[config.mk]
export PLATFORM = sky130hd
export DESIGN_NAME = irq_bank_agg
export DESIGN_NICKNAME = d
export VERILOG_FILES = /design/src/rtl/irq_agg_pkg.sv /design/src/rtl/irq_sync.sv /design/src/rtl/irq_mask_bank.sv /design/src/rtl/irq_bank_agg.sv
export SDC_FILE = /design/constraint.sdc
export NUM_CORES = 1
export LEC_CHECK = 0
export BUFFER_PORTS_ARGS = -buffer_cell sky130_fd_sc_hd__buf_4
export CAP_MARGIN = 20
export CELL_PAD_IN_SITES_DETAIL_PLACEMENT = 1
export CELL_PAD_IN_SITES_GLOBAL_PLACEMENT = 2
export CORE_MARGIN = 2
export CORE_UTILIZATION = 36
export CTS_CLUSTER_DIAMETER = 40
export DETAILED_ROUTE_END_ITERATION = 12
export GPL_TIMING_DRIVEN = 0
export PLACE_DENSITY = 0.78
export SYNTH_ARGS = -nofsm -noshare
export SYNTH_HDL_FRONTEND = slang
export SYNTH_SLANG_ARGS = --single-unit
export TNS_END_PERCENT = 20
[constraint.sdc]
create_clock -name clk -period 2.16 [get_ports clk]
set_input_delay 0.324 -clock clk [delete_from_list [all_inputs] [get_ports clk]]
set_output_delay 0.324 -clock clk [all_outputs]
set_load 0.005 [all_outputs]
[src/rtl/irq_agg_pkg.sv]
package irq_agg_pkg;
  localparam int WORD_BITS = 32;
  localparam int MAX_WORDS = 8;
  localparam int N_GROUPS  = 4;

  typedef enum logic [1:0] {
    GRP_STATUS = 2'd0,
    GRP_MREAD  = 2'd1,
    GRP_MSET   = 2'd2,
    GRP_MCLR   = 2'd3
  } grp_e;
endpackage

[src/rtl/irq_sync.sv]
module irq_sync #(
  parameter int W = 64
) (
  input  logic         clk,
  input  logic         rst_n,
  input  logic [W-1:0] async_i,
  output logic [W-1:0] sync_o
);
  logic [W-1:0] meta_q;
  logic [W-1:0] hold_q;
  logic [W-1:0] stat_q;

  always_ff @(posedge clk) begin
    if (!rst_n) begin
      meta_q <= '0;
      hold_q <= '0;
      stat_q <= '0;
    end else begin
      meta_q <= async_i;
      hold_q <= meta_q;
      stat_q <= hold_q;
    end
  end

  assign sync_o = stat_q;
endmodule

[src/rtl/irq_mask_bank.sv]
module irq_mask_bank #(
  parameter int N_WORDS = 2,
  parameter int WSEL_W  = 1
) (
  input  logic                    clk,
  input  logic                    rst_n,
  input  logic [N_WORDS*32-1:0]   status_i,
  input  logic                    set_en,
  input  logic                    clr_en,
  input  logic [WSEL_W-1:0]       word_sel,
  input  logic [31:0]             wdata,
  output logic [N_WORDS*32-1:0]   mask_o,
  output logic                    irq_o
);
  logic [N_WORDS-1:0][31:0] mask_q;
  logic                     irq_q;

  for (genvar w = 0; w < N_WORDS; w++) begin : g_word
    logic hit;
    assign hit = (int'(word_sel) == w);
    always_ff @(posedge clk) begin
      if (!rst_n) begin
        mask_q[w] <= '1;
      end else if (set_en && hit) begin
        mask_q[w] <= mask_q[w] | wdata;
      end else if (clr_en && hit) begin
        mask_q[w] <= mask_q[w] & ~wdata;
      end
    end
    assign mask_o[w*32 +: 32] = mask_q[w];
  end

  always_ff @(posedge clk) begin
    if (!rst_n) irq_q <= 1'b0;
    else        irq_q <= |(status_i & ~mask_o);
  end

  assign irq_o = irq_q;
endmodule

[src/rtl/irq_bank_agg.sv]
module irq_bank_agg #(
  parameter int N_WORDS = 2,
  parameter int N_CPU   = 2,
  parameter int ADDR_W  = 12
) (
  input  logic                   clk,
  input  logic                   rst_n,
  input  logic [N_WORDS*32-1:0]  src_i,
  input  logic                   req_valid,
  output logic                   req_ready,
  input  logic                   req_write,
  input  logic [ADDR_W-1:0]      req_addr,
  input  logic [31:0]            req_wdata,
  output logic                   rsp_valid,
  input  logic                   rsp_ready,
  output logic [31:0]            rsp_rdata,
  output logic [N_CPU-1:0]       irq_o
);
  import irq_agg_pkg::*;

  localparam int N_SRC  = N_WORDS * WORD_BITS;
  localparam int WIN_LG = $clog2(N_WORDS * 16);
  localparam int IDX_W  = WIN_LG - 2;
  localparam int BANK_W = ADDR_W - WIN_LG;
  localparam int WSEL_W = (N_WORDS > 1) ? $clog2(N_WORDS) : 1;

  logic [N_SRC-1:0]             status;
  logic [N_CPU*N_SRC-1:0]       mask_flat;
  logic [BANK_W-1:0]            bank;
  logic [IDX_W-1:0]             idx;
  grp_e                         grp;
  logic [WSEL_W-1:0]            word;
  logic                         bank_ok;
  logic                         in_win;
  logic                         accept;
  logic [N_SRC-1:0]             sel_mask;
  logic [31:0]                  rd_val;
  logic                         rsp_valid_q;
  logic [31:0]                  rsp_rdata_q;

  irq_sync #(.W(N_SRC)) u_sync (
    .clk    (clk),
    .rst_n  (rst_n),
    .async_i(src_i),
    .sync_o (status)
  );

  // address decode
  assign bank    = req_addr[ADDR_W-1:WIN_LG];
  assign idx     = req_addr[WIN_LG-1:2];
  assign bank_ok = int'(bank) < N_CPU;
  assign in_win  = int'(idx) < N_GROUPS * N_WORDS;
  assign grp     = grp_e'(2'(idx / IDX_W'(N_WORDS)));
  assign word    = WSEL_W'(idx % IDX_W'(N_WORDS));

  assign req_ready = !rsp_valid_q || rsp_ready;
  assign accept    = req_valid && req_ready;

  for (genvar c = 0; c < N_CPU; c++) begin : g_bank
    logic hit;
    logic set_en;
    logic clr_en;
    assign hit    = accept && req_write && in_win && (int'(bank) == c);
    assign set_en = hit && (grp == GRP_MSET);
    assign clr_en = hit && (grp == GRP_MCLR);

    irq_mask_bank #(.N_WORDS(N_WORDS), .WSEL_W(WSEL_W)) u_bank (
      .clk     (clk),
      .rst_n   (rst_n),
      .status_i(status),
      .set_en  (set_en),
      .clr_en  (clr_en),
      .word_sel(word),
      .wdata   (req_wdata),
      .mask_o  (mask_flat[c*N_SRC +: N_SRC]),
      .irq_o   (irq_o[c])
    );
  end

  // read mux
  always_comb begin
    sel_mask = '1;
    for (int c = 0; c < N_CPU; c++) begin
      if (int'(bank) == c) sel_mask = mask_flat[c*N_SRC +: N_SRC];
    end
    rd_val = '0;
    if (bank_ok && in_win) begin
      if (grp == GRP_STATUS) rd_val = status[int'(word)*32 +: 32];
      else                   rd_val = sel_mask[int'(word)*32 +: 32];
    end
  end

  always_ff @(posedge clk) begin
    if (!rst_n) begin
      rsp_valid_q <= 1'b0;
      rsp_rdata_q <= '0;
    end else if (accept) begin
      rsp_valid_q <= 1'b1;
      rsp_rdata_q <= req_write ? 32'h0 : rd_val;
    end else if (rsp_ready) begin
      rsp_valid_q <= 1'b0;
    end
  end

  assign rsp_valid = rsp_valid_q;
  assign rsp_rdata = rsp_rdata_q;
endmodule

==> metrics.txt, run 1 <==
gpl congestion=0.9539; placed cell area=15530 um^2; initial drt markers=929; initial antenna violation count=0; setup ws final=-29.46 ps; worst endpoint required time=2620 ps; layout cell share with drive strength beyond 1=16.63%; largest net degree at the start of global routing=15; Final #Nets=1871; drc violations=0; diode count=0; count of cell types in the netlist=34; clk sinks=355; MaxCap Viol Count=0; Worst Clk Skew=30.17 ps; crit path DAT=2650 ps; fmax=456.7 MHz; met1 Resource Use GR=39.09%; Final Cell Area=18180 um^2; row cnt=71; Avg Inst Size Synth=9.300 um^2; Fin Hold WS=141.6 ps; Overall Global Routing Usage=29.24%; failing checks=negative setup slack; syn nets=1598; fin crit share=101.4%; clock period minus worst slack=2189 ps; total wire length=58.19 mm; clk_lat worst skew=600 ps; root buf cell=clkbuf_16; outcome=finished with violations; #FFs+latches synth=355; setup TNS=-45.51 ps; deepest clock path buffer count=3; most common library cell in the layout ignoring fill and taps=dfxtp_1; CORE AREA=37760 um^2; Clock transition at path regs=60 ps; post-layout util=48.17%; Routed wire per std cell=25.14 um; Pwr Density=914.5 nW/um^2; Hold Path End=rsp_rdata[0]$_SDFFE_PN0P_; Main synth FF type=dfxtp_1; Antenna Violating Nets Remaining=0; hpwl dp=42.52 mm; WHS Path Cells=3; Die X=199.9 um; number of synthesized flops with an enable pin=0; crit start category=input pin; Worst Reg-to-Reg Cells=4; Die ar.=39950 um^2; FFs w/ async S/R, synth=0%; TritonCTS buffer count=55; Ports=149; most frequent cells in the layout=355 x dfxtp_1, 223 x and2_1, 151 x buf_4; Via Count=12620; H-tree depth=2; die height=199.9 um; DR vias/cell=5.451; DR pass1 iterations=5; fillers=4261; Seq/Total Area, Yosys=51.46%; LEAKAGE=0.007788 uW; yosys warns=0; vias in the first global route=12770; initial core utilization=36.58%; GR Layer Usage met3=4.116%; Mapped Area=13810 um^2; Tightest Pin Transition=1228 ps; total grt overflow=0; final setup fails=2; FF-to-FF End=g_bank[0].u_bank.irq_o$_SDFF_PN0_; M2 GR Usage=46.66%; Worst VDD drop=0.0005660 V; GRT Max-Usage Layer=met2; RSZ-0062 raised after global routing=true; first-pass GRT wire length=83.83 mm; min-delay src=req_write; Slew Viols, Final=0; Max FO, Critical Path=10; crit end category=flop; CP Class=in2reg; CTS tree=yes; Final Hold Fails=0; Slew HR=17.83%; Port Buffers=143; Worst Hold Class=in2reg; worst reg2reg setup slack=40 ps; area delta synth->final=31.67%; Syn Inst Count=1485
[layout make-up]
class,count,area (um^2),share of cell area [%]
repair buffers,217,1829,10.06
multi-input cells,916,5863,32.24
plain buffers,144,593.1,3.261
flip-flops and latches,355,7107,39.08
clock buffers,65,1484,8.160
clock inverters,38,409.1,2.250
inverters,69,260.3,1.431
well taps,511,639.4,3.516
[cell families after synthesis]
| family | Yosys count | synth area share [%] |
|---|---|---|
| AOI/OAI and AO/OA | 416 | 18.41 |
| and+or+nand+nor | 436 | 19.38 |
| DFF | 355 | 51.46 |
| buffers and inverters | 214 | 6.115 |
| muxes | 64 | 4.638 |
[how the worst max path moves through the flow]
stage | cells past startpoint | to | slack [ps] | start
floorplan | 5 | g_bank[0].u_bank.irq_o$_SDFF_PN0_ | 350 | u_sync.sync_o[55]$_SDFF_PN0_
global placement | 7 | flop | -640 | req_addr[11]
detailed placement | 7 | flop | -640 | req_addr[11]
CTS | 6 | flop | -20 | rsp_valid$_SDFFE_PN0P_
global route | 7 | flop | -80 | rsp_valid$_SDFFE_PN0P_
finish | 7 | rsp_rdata[15]$_SDFFE_PN0P_ | -30 | req_addr[11]
[worst max-delay path, cell delays in order]
cell      delay [ps]
buf_4            120
nor4_4           330
nand2_1          140
nor2_1           790
buf_2            360
o221ai_1         250
a32o_1           330
[synth_stat cells, types with 5 or more instances]
master	n	area, um^2
nand2_1	35	131.4
o221ai_1	32	280.3
o211ai_1	32	240.2
mux2i_1	64	640.6
a32o_1	32	320.3
nand2b_1	13	81.33
and3_1	128	800.8
and2_1	223	1395
nor2_1	11	41.29
dfxtp_1	355	7107
buf_2	27	135.1
nand4_1	5	31.28
o21ai_1	35	175.2
nor4_1	5	31.28
o21ai_0	93	465.5
inv_1	68	255.2
a21oi_1	130	650.6
o22ai_1	53	331.6
clkbuf_1	115	431.7
[layer usage]
layer | routed length [um] | part of all wire (%)
met1 | 25390 | 44
met4 | 2686 | 4.6
met2 | 26260 | 45
met5 | 0 | 0
met3 | 3847 | 6.6
[report_power, final]
group	switching [uW]	internal, uW	total [uW]
sequential	48.3	6700	6750
clock	3480	5490	8960
combinational	532	391	922
[through the flow]
| step | power, uW | std cells | worst slack [ps] |
|---|---|---|---|
| 2_1_floorplan | 7269 | 1485 | 348.1 |
| 3_3_place_gp | 7680 | 2139 | -644.4 |
| 3_5_place_dp | 7700 | 2140 | -637.8 |
| 4_1_cts | 16750 | 2311 | -21.98 |
| 5_1_grt | 17110 | 2315 | -79.45 |
| 6_report | 16630 | 2315 | -29.46 |
[what timing repair did]
action | 4_1_cts | 5_1_grt
gates cloned | 0 | 0
resized for setup | 10 | 7
buffers inserted | 3 | 5
hold endpoints to repair | 65 | 0
hold buffers | 65 | 0
setup endpoints to repair | 110 | 126
pin swaps | 2 | 5
(Power assumes the default switching activity.)
==> run 2, diff against run 1 <==
Settings changed: CORE_ASPECT_RATIO set to 1.5, PLACE_DENSITY 0.78 to 0.79, SYNTH_HIERARCHICAL set to 1.
==> metrics.txt, run 2 <==
number of synthesized flops with an enable pin=0 (unchanged); Pwr Density=839.5 nW/um^2 (-8.2%); worst endpoint required time=2640 ps (+20 ps); drc violations=0 (unchanged); CORE AREA=38210 um^2 (+1.2%); Hold Path End=rsp_valid$_SDFFE_PN0P_; die height=244.3 um (+22%); first-pass GRT wire length=77.56 mm (-7.5%); initial drt markers=628 (-32%); clock period minus worst slack=2087 ps (-102.1 ps); Die ar.=40100 um^2 (+0.39%); Syn Inst Count=1544 (+4.0%); final setup fails=0 (-2); Tightest Pin Transition=1101 ps (-126.8 ps); largest cells by area after synthesis=dfxtp_1 51%, nand2_1 11%, and2_1 8.8%; count of cell types in the netlist=35 (+2.9%); outcome=finished, final reports clean; FFs w/ async S/R, synth=0% (unchanged); Slew Viols, Final=0 (unchanged); layout cell share with drive strength beyond 1=20.08% (+3.4 points); pre-CTS WS=-738.9 ps (-101.1 ps); clk_lat worst skew=560 ps (-40 ps); vias in the first global route=12420 (-2.8%); most frequent cells in the layout=418 x nand2_1, 355 x dfxtp_1, 194 x and2_1; Ports=149 (unchanged); setup ws final=72.59 ps (+102.1 ps); r2r startpoint=rsp_valid$_SDFFE_PN0P_; gpl congestion=0.9908 (+3.9%); Worst VDD drop=0.0007760 V (+37%); DP Cell Count=2184 (+2.1%); syn nets=1657 (+3.7%); FF-to-FF End=rsp_rdata[13]$_SDFFE_PN0P_; CP Class=reg2reg; initial antenna violation count=1 (+1); Final Cell Area=18010 um^2 (-0.96%); Main synth FF type=dfxtp_1; #FFs+latches synth=355 (unchanged); Worst Hold Class=in2reg; fmax=479.1 MHz (+4.9%); most common library cell in the layout ignoring fill and taps=nand2_1; WHS Path Cells=3 (unchanged); Final Hold Fails=0 (unchanged); Slew HR=26.59% (+8.8 points); worst reg2reg setup slack=70 ps (+30 ps); Routed wire per std cell=22.40 um (-11%); crit path DAT=2570 ps (-80 ps); top cells by count, synth=418 x nand2_1, 355 x dfxtp_1, 194 x and2_1; placed cell area=15560 um^2 (+0.20%); H-tree depth=2 (unchanged); crit end category=flop; Seq/Total Area, Yosys=51.30% (-0.16 points); fin crit share=96.64% (-4.7 points); Fin Hold WS=29.21 ps (-112.4 ps); Yosys top cell by area=dfxtp_1; Via Count=11770 (-6.7%); Final #Nets=1923 (+2.8%); Worst Reg-to-Reg Cells=5 (+1); Max FO, Critical Path=10 (unchanged); largest net degree at the start of global routing=16 (+1); yosys warns=6 (+6); Die X=164.2 um (-18%); total wire length=52.39 mm (-10%); Mapped Area=13850 um^2 (+0.32%); min-delay src=req_valid; TritonCTS buffer count=44 (-20%); Port Buffers=145 (+1.4%); fin cells=2339 (+1.0%); Worst Clk Skew=20.02 ps (-10.15 ps); deepest clock path buffer count=3 (unchanged); Overall Global Routing Usage=26.36% (-2.9 points); DR vias/cell=5.034 (-7.7%); hpwl dp=39.21 mm (-7.8%); Clock transition at path regs=60 ps (about the same); total grt overflow=0 (unchanged); initial core utilization=36.26% (-0.32 points); LEAKAGE=0.007676 uW (-1.4%); DR pass1 iterations=5 (unchanged); root buf cell=clkbuf_16; CTS tree=yes; RSZ-0062 raised after global routing=true; row cnt=88 (+24%); Antenna Violating Nets Remaining=0 (unchanged); area delta synth->final=30.00%; most numerous cell in the Yosys netlist=nand2_1; clk sinks=355 (unchanged); Yosys top cell area share=51.30% (-0.16 points); overall power=15120 uW (-9.1%); crit start category=flop; Avg Inst Size Synth=8.973 um^2 (-3.5%); MaxCap Viol Count=0 (unchanged)
==> run 2: kinds of logic after synthesis <==
kind of cell	synth area share [%]
muxes	7.433
buffers and inverters	7.315
and+or+nand+nor	28.34
AOI/OAI and AO/OA	5.617
DFF	51.30
==> run 2: layer usage <==
layer,track usage (%),part of all wire [%]
met5,0,0
met4,15.61,6.3
met3,3.375,4.1
met2,47.17,51
met1,29.47,39
==> run 2: cell type report <==
type	instances	area, um^2
flip-flops and latches	355	7107
plain buffers	89	710.7
repair buffers	220	1854
multi-input cells	982	5784
clock buffers	51	1157
fillers	4359	20200
diodes	1	2.502
inverters	118	442.9
clock inverters	28	332.8
well taps	495	619.3
==> run 2: repair_timing <==
action	4_1_cts	5_1_grt
setup endpoints to repair	134	130
pin swaps	2	3
endpoints found under the hold margin	64	0
hold buffers	64	0
gates cloned	0	1
gates resized for setup	31	26
buffers inserted	8	2
==> run 2: worst max-delay path by stage <==
stage	depth (start not counted)	to	slack, ps	from
final	5	rsp_rdata[13]$_SDFFE_PN0P_	70	rsp_valid$_SDFFE_PN0P_
after detailed placement	11	flop	-740	req_addr[11]
after global placement	11	flop	-730	req_addr[11]
after global routing	11	flop	-60	rsp_valid$_SDFFE_PN0P_
after floorplan	11	flop	30	req_addr[11]
after CTS	9	flop	20	rsp_valid$_SDFFE_PN0P_
==> run 2: power breakdown <==
part	switching (uW)	internal [uW]	total, uW
combinational	434	401	835
sequential	73.7	6700	6770
clock	3010	4500	7520
total	3520	11600	15100
==> run 2: worst max-delay path, cell delays in order, from the launching register on <==
cell and delay [ps]:
dfxtp_1 330, nand2b_1 80, buf_4 140, a21oi_1 640, clkbuf_1 610, a32o_1 200
==> run 2: metrics by stage <==
stage                     setup TNS, ps  utilization (%)
after global routing             -702.5            47.14
after global placement           -73370            40.73
after floorplan                       0                -
after detailed placement         -76790            40.73
final                                 0            47.14
after CTS                             0            46.79
==> run 3, diff against run 2 <==
Settings changed: CTS_BUF_LIST set to sky130_fd_sc_hd__clkbuf_4 sky130_fd_sc_hd__clkbuf_8 sky130_fd_sc_hd__clkbuf_16, HOLD_SLACK_MARGIN set to 0.08.
==> metrics.txt, run 3 (same netlist as run 2, synthesis figures left out) <==
Ports=149 (unchanged); DR pass1 iterations=5 (unchanged); DR vias/cell=5.021 (-0.24%); power share of the clock group=49.7% (about the same); most common library cell in the layout ignoring fill and taps=nand2_1; cell family with most CP delay=buffers and inverters; outcome=finished, final reports clean; Final Cell Area=18410 um^2 (+2.2%); most frequent cells in the layout=417 x nand2_1, 354 x dfxtp_1, 194 x and2_1; die height=244.3 um (unchanged); Critical Path Most Common Cell=buf_2; CORE AREA=38210 um^2 (unchanged); Final #Nets=1959 (+1.9%); Power Internal=11690 uW (+0.80%); row cnt=88 (unchanged); Slew Viols, Final=0 (unchanged); hpwl dp=39.21 mm (unchanged); LEAKAGE=0.007860 uW (+2.4%); largest net degree at the start of global routing=16 (unchanged); gpl congestion=0.9908 (unchanged); first-pass GRT wire length=77.97 mm (+0.53%); sequential share of power=44.5% (-0.3 points); setup TNS=0 ps (unchanged); Max FO, Critical Path=10 (unchanged); Antenna Violating Nets Remaining=0 (unchanged); crit path DAT=2570 ps (about the same); CP Class=in2reg; placed cell area=15560 um^2 (unchanged); TritonCTS buffer count=44 (unchanged); CTS tree=yes; Overall Global Routing Usage=26.47% (+0.11 points); Clock transition at path regs=60 ps (about the same); RSZ-0062 raised after global routing=true; MaxCap Viol Count=0 (unchanged); drc violations=0 (unchanged); Worst Hold Class=in2reg; area delta synth->final=32.91%; WP buf/inv=4 (+2); Slew HR=25.21% (-1.4 points); clk sinks=355 (unchanged); fin crit share=96.50% (-0.14 points); H-tree depth=2 (unchanged); initial antenna violation count=0 (-1); final setup fails=0 (unchanged); Worst Clk Skew=19.56 ps (-0.4693 ps); total grt overflow=0 (unchanged); clock period minus worst slack=2084 ps (-2.953 ps); top sig layer=met4; initial core utilization=36.26% (unchanged); Final Hold Fails=0 (unchanged); post-layout util=48.20% (+1.1 points); Worst VDD drop=0.0007825 V (+0.83%); total wire length=52.89 mm (+0.94%); met2 wire length=27.20 mm (+1.7%); crit end category=flop; clk_lat worst skew=550 ps (about the same); crit start category=input pin; routed wl met3=2.040 mm (-3.9%); Die ar.=40100 um^2 (unchanged); Via Count=11920 (+1.2%); Tightest Pin Transition=1122 ps (+20.71 ps); combinational power share=5.8% (+0.3 points); crit-path cells=dlygate4sd3_1 > buf_4 > nand2_2 > or3_4 > nor3b_4 > and2_1 > buf_2 > buf_2 > nand2_1 > nand3_1; root buf cell=clkbuf_16; fmax=479.7 MHz (+0.14%); deepest clock path buffer count=3 (unchanged); vias in the first global route=12630 (+1.7%); Net Sw Frac=23.24% (-0.052 points); Routed wire per std cell=22.28 um (-0.54%); Pwr Density=827.1 nW/um^2 (-1.5%); initial drt markers=562 (-11%); Port Buffers=145 (unchanged); M1 wire length=20.41 mm (+0.79%); Die X=164.2 um (unchanged); sw power=3540 uW (+0.50%); layout cell share with drive strength beyond 1=20.33% (+0.25 points); CP max-delay cell=dlygate4sd3_1; diode count=0 (-1); Fin Hold WS=185.5 ps (+156.3 ps); CP max stage delay=530 ps (-110 ps); worst endpoint required time=2650 ps (about the same)
[run 3: cell types whose count changed in the layout (fill, tap and decap cells not counted), moves of 2 or more]
| cell | before | now |
|---|---|---|
| buf_4 | 162 | 165 |
| clkbuf_2 | 1 | 4 |
| dlygate4sd3_1 | 64 | 97 |
| clkbuf_1 | 24 | 20 |
| clkbuf_16 | 45 | 47 |
| buf_8 | 3 | 1 |
| clkbuf_4 | 5 | 8 |
[run 3: path summary, 6_finish.rpt]
check                                    start  depth (start not counted)                           end  slack, ps
setup / recovery                     req_valid                         10                          flop         80
hold / removal                           rst_n                          3        rsp_valid$_SDFFE_PN0P_        190
setup reg to reg        rsp_valid$_SDFFE_PN0P_                          9                          flop         90
hold reg to reg   u_sync/meta_q[45]$_SDFF_PN0_                          1  u_sync/hold_q[45]$_SDFF_PN0_        430
[run 3: power by group through the flow]
stage / Sequential (uW) / Clock, uW / Combinational, uW
after floorplan: 6870 / 0 / 340
after global placement: 6910 / 0 / 727
after detailed placement: 6910 / 0 / 740
after CTS: 6770 / 7710 / 887
after global routing: 6780 / 7970 / 962
final: 6770 / 7570 / 888
[run 3: timing repair]
item,in CTS,in global routing
hold endpoints to repair,176,0
setup buffers,8,3
cloned,0,3
pin swaps,2,3
hold buffers,97,0
setup endpoints to repair,134,131
resized for setup,31,26
[run 3: layer usage]
metal  up-vias  GRT usage (%)
li1       5637              -
met1      5796          29.56
met2       358          47.76
met3       130          3.189
met4         0          15.22
met5         -              0
[run 3: final cells by class]
cell class                      instances  area [um^2]
Sequential cell                       355         7108
Timing Repair Buffer                  256         2242
Inverter                              118        442.9
Fill cell                            4345        19790
Clock buffer                           51         1172
Buffer                                 89        694.4
Tap cell                              495        619.3
Clock inverter                         28        332.8
Multi-Input combinational cell        982         5802
[run 3: through the flow]
step	power [uW]	instances	setup slack (ps)
floorplan	7210	1544	29.46
global placement	7634	2184	-735.0
detailed placement	7653	2184	-738.9
CTS	15360	2368	23.29
global route	15710	2374	-20.05
finish	15230	2374	75.54
[run 3: worst reg2reg max path, stage by stage (launching register included)]
cell and delay (ps):
dfxtp_2 330, nand2b_4 70, nand2_2 70, or3_4 370
nor3b_4 250, and2_1 170, buf_2 230, buf_2 300
nand2_1 120, nand3_1 90
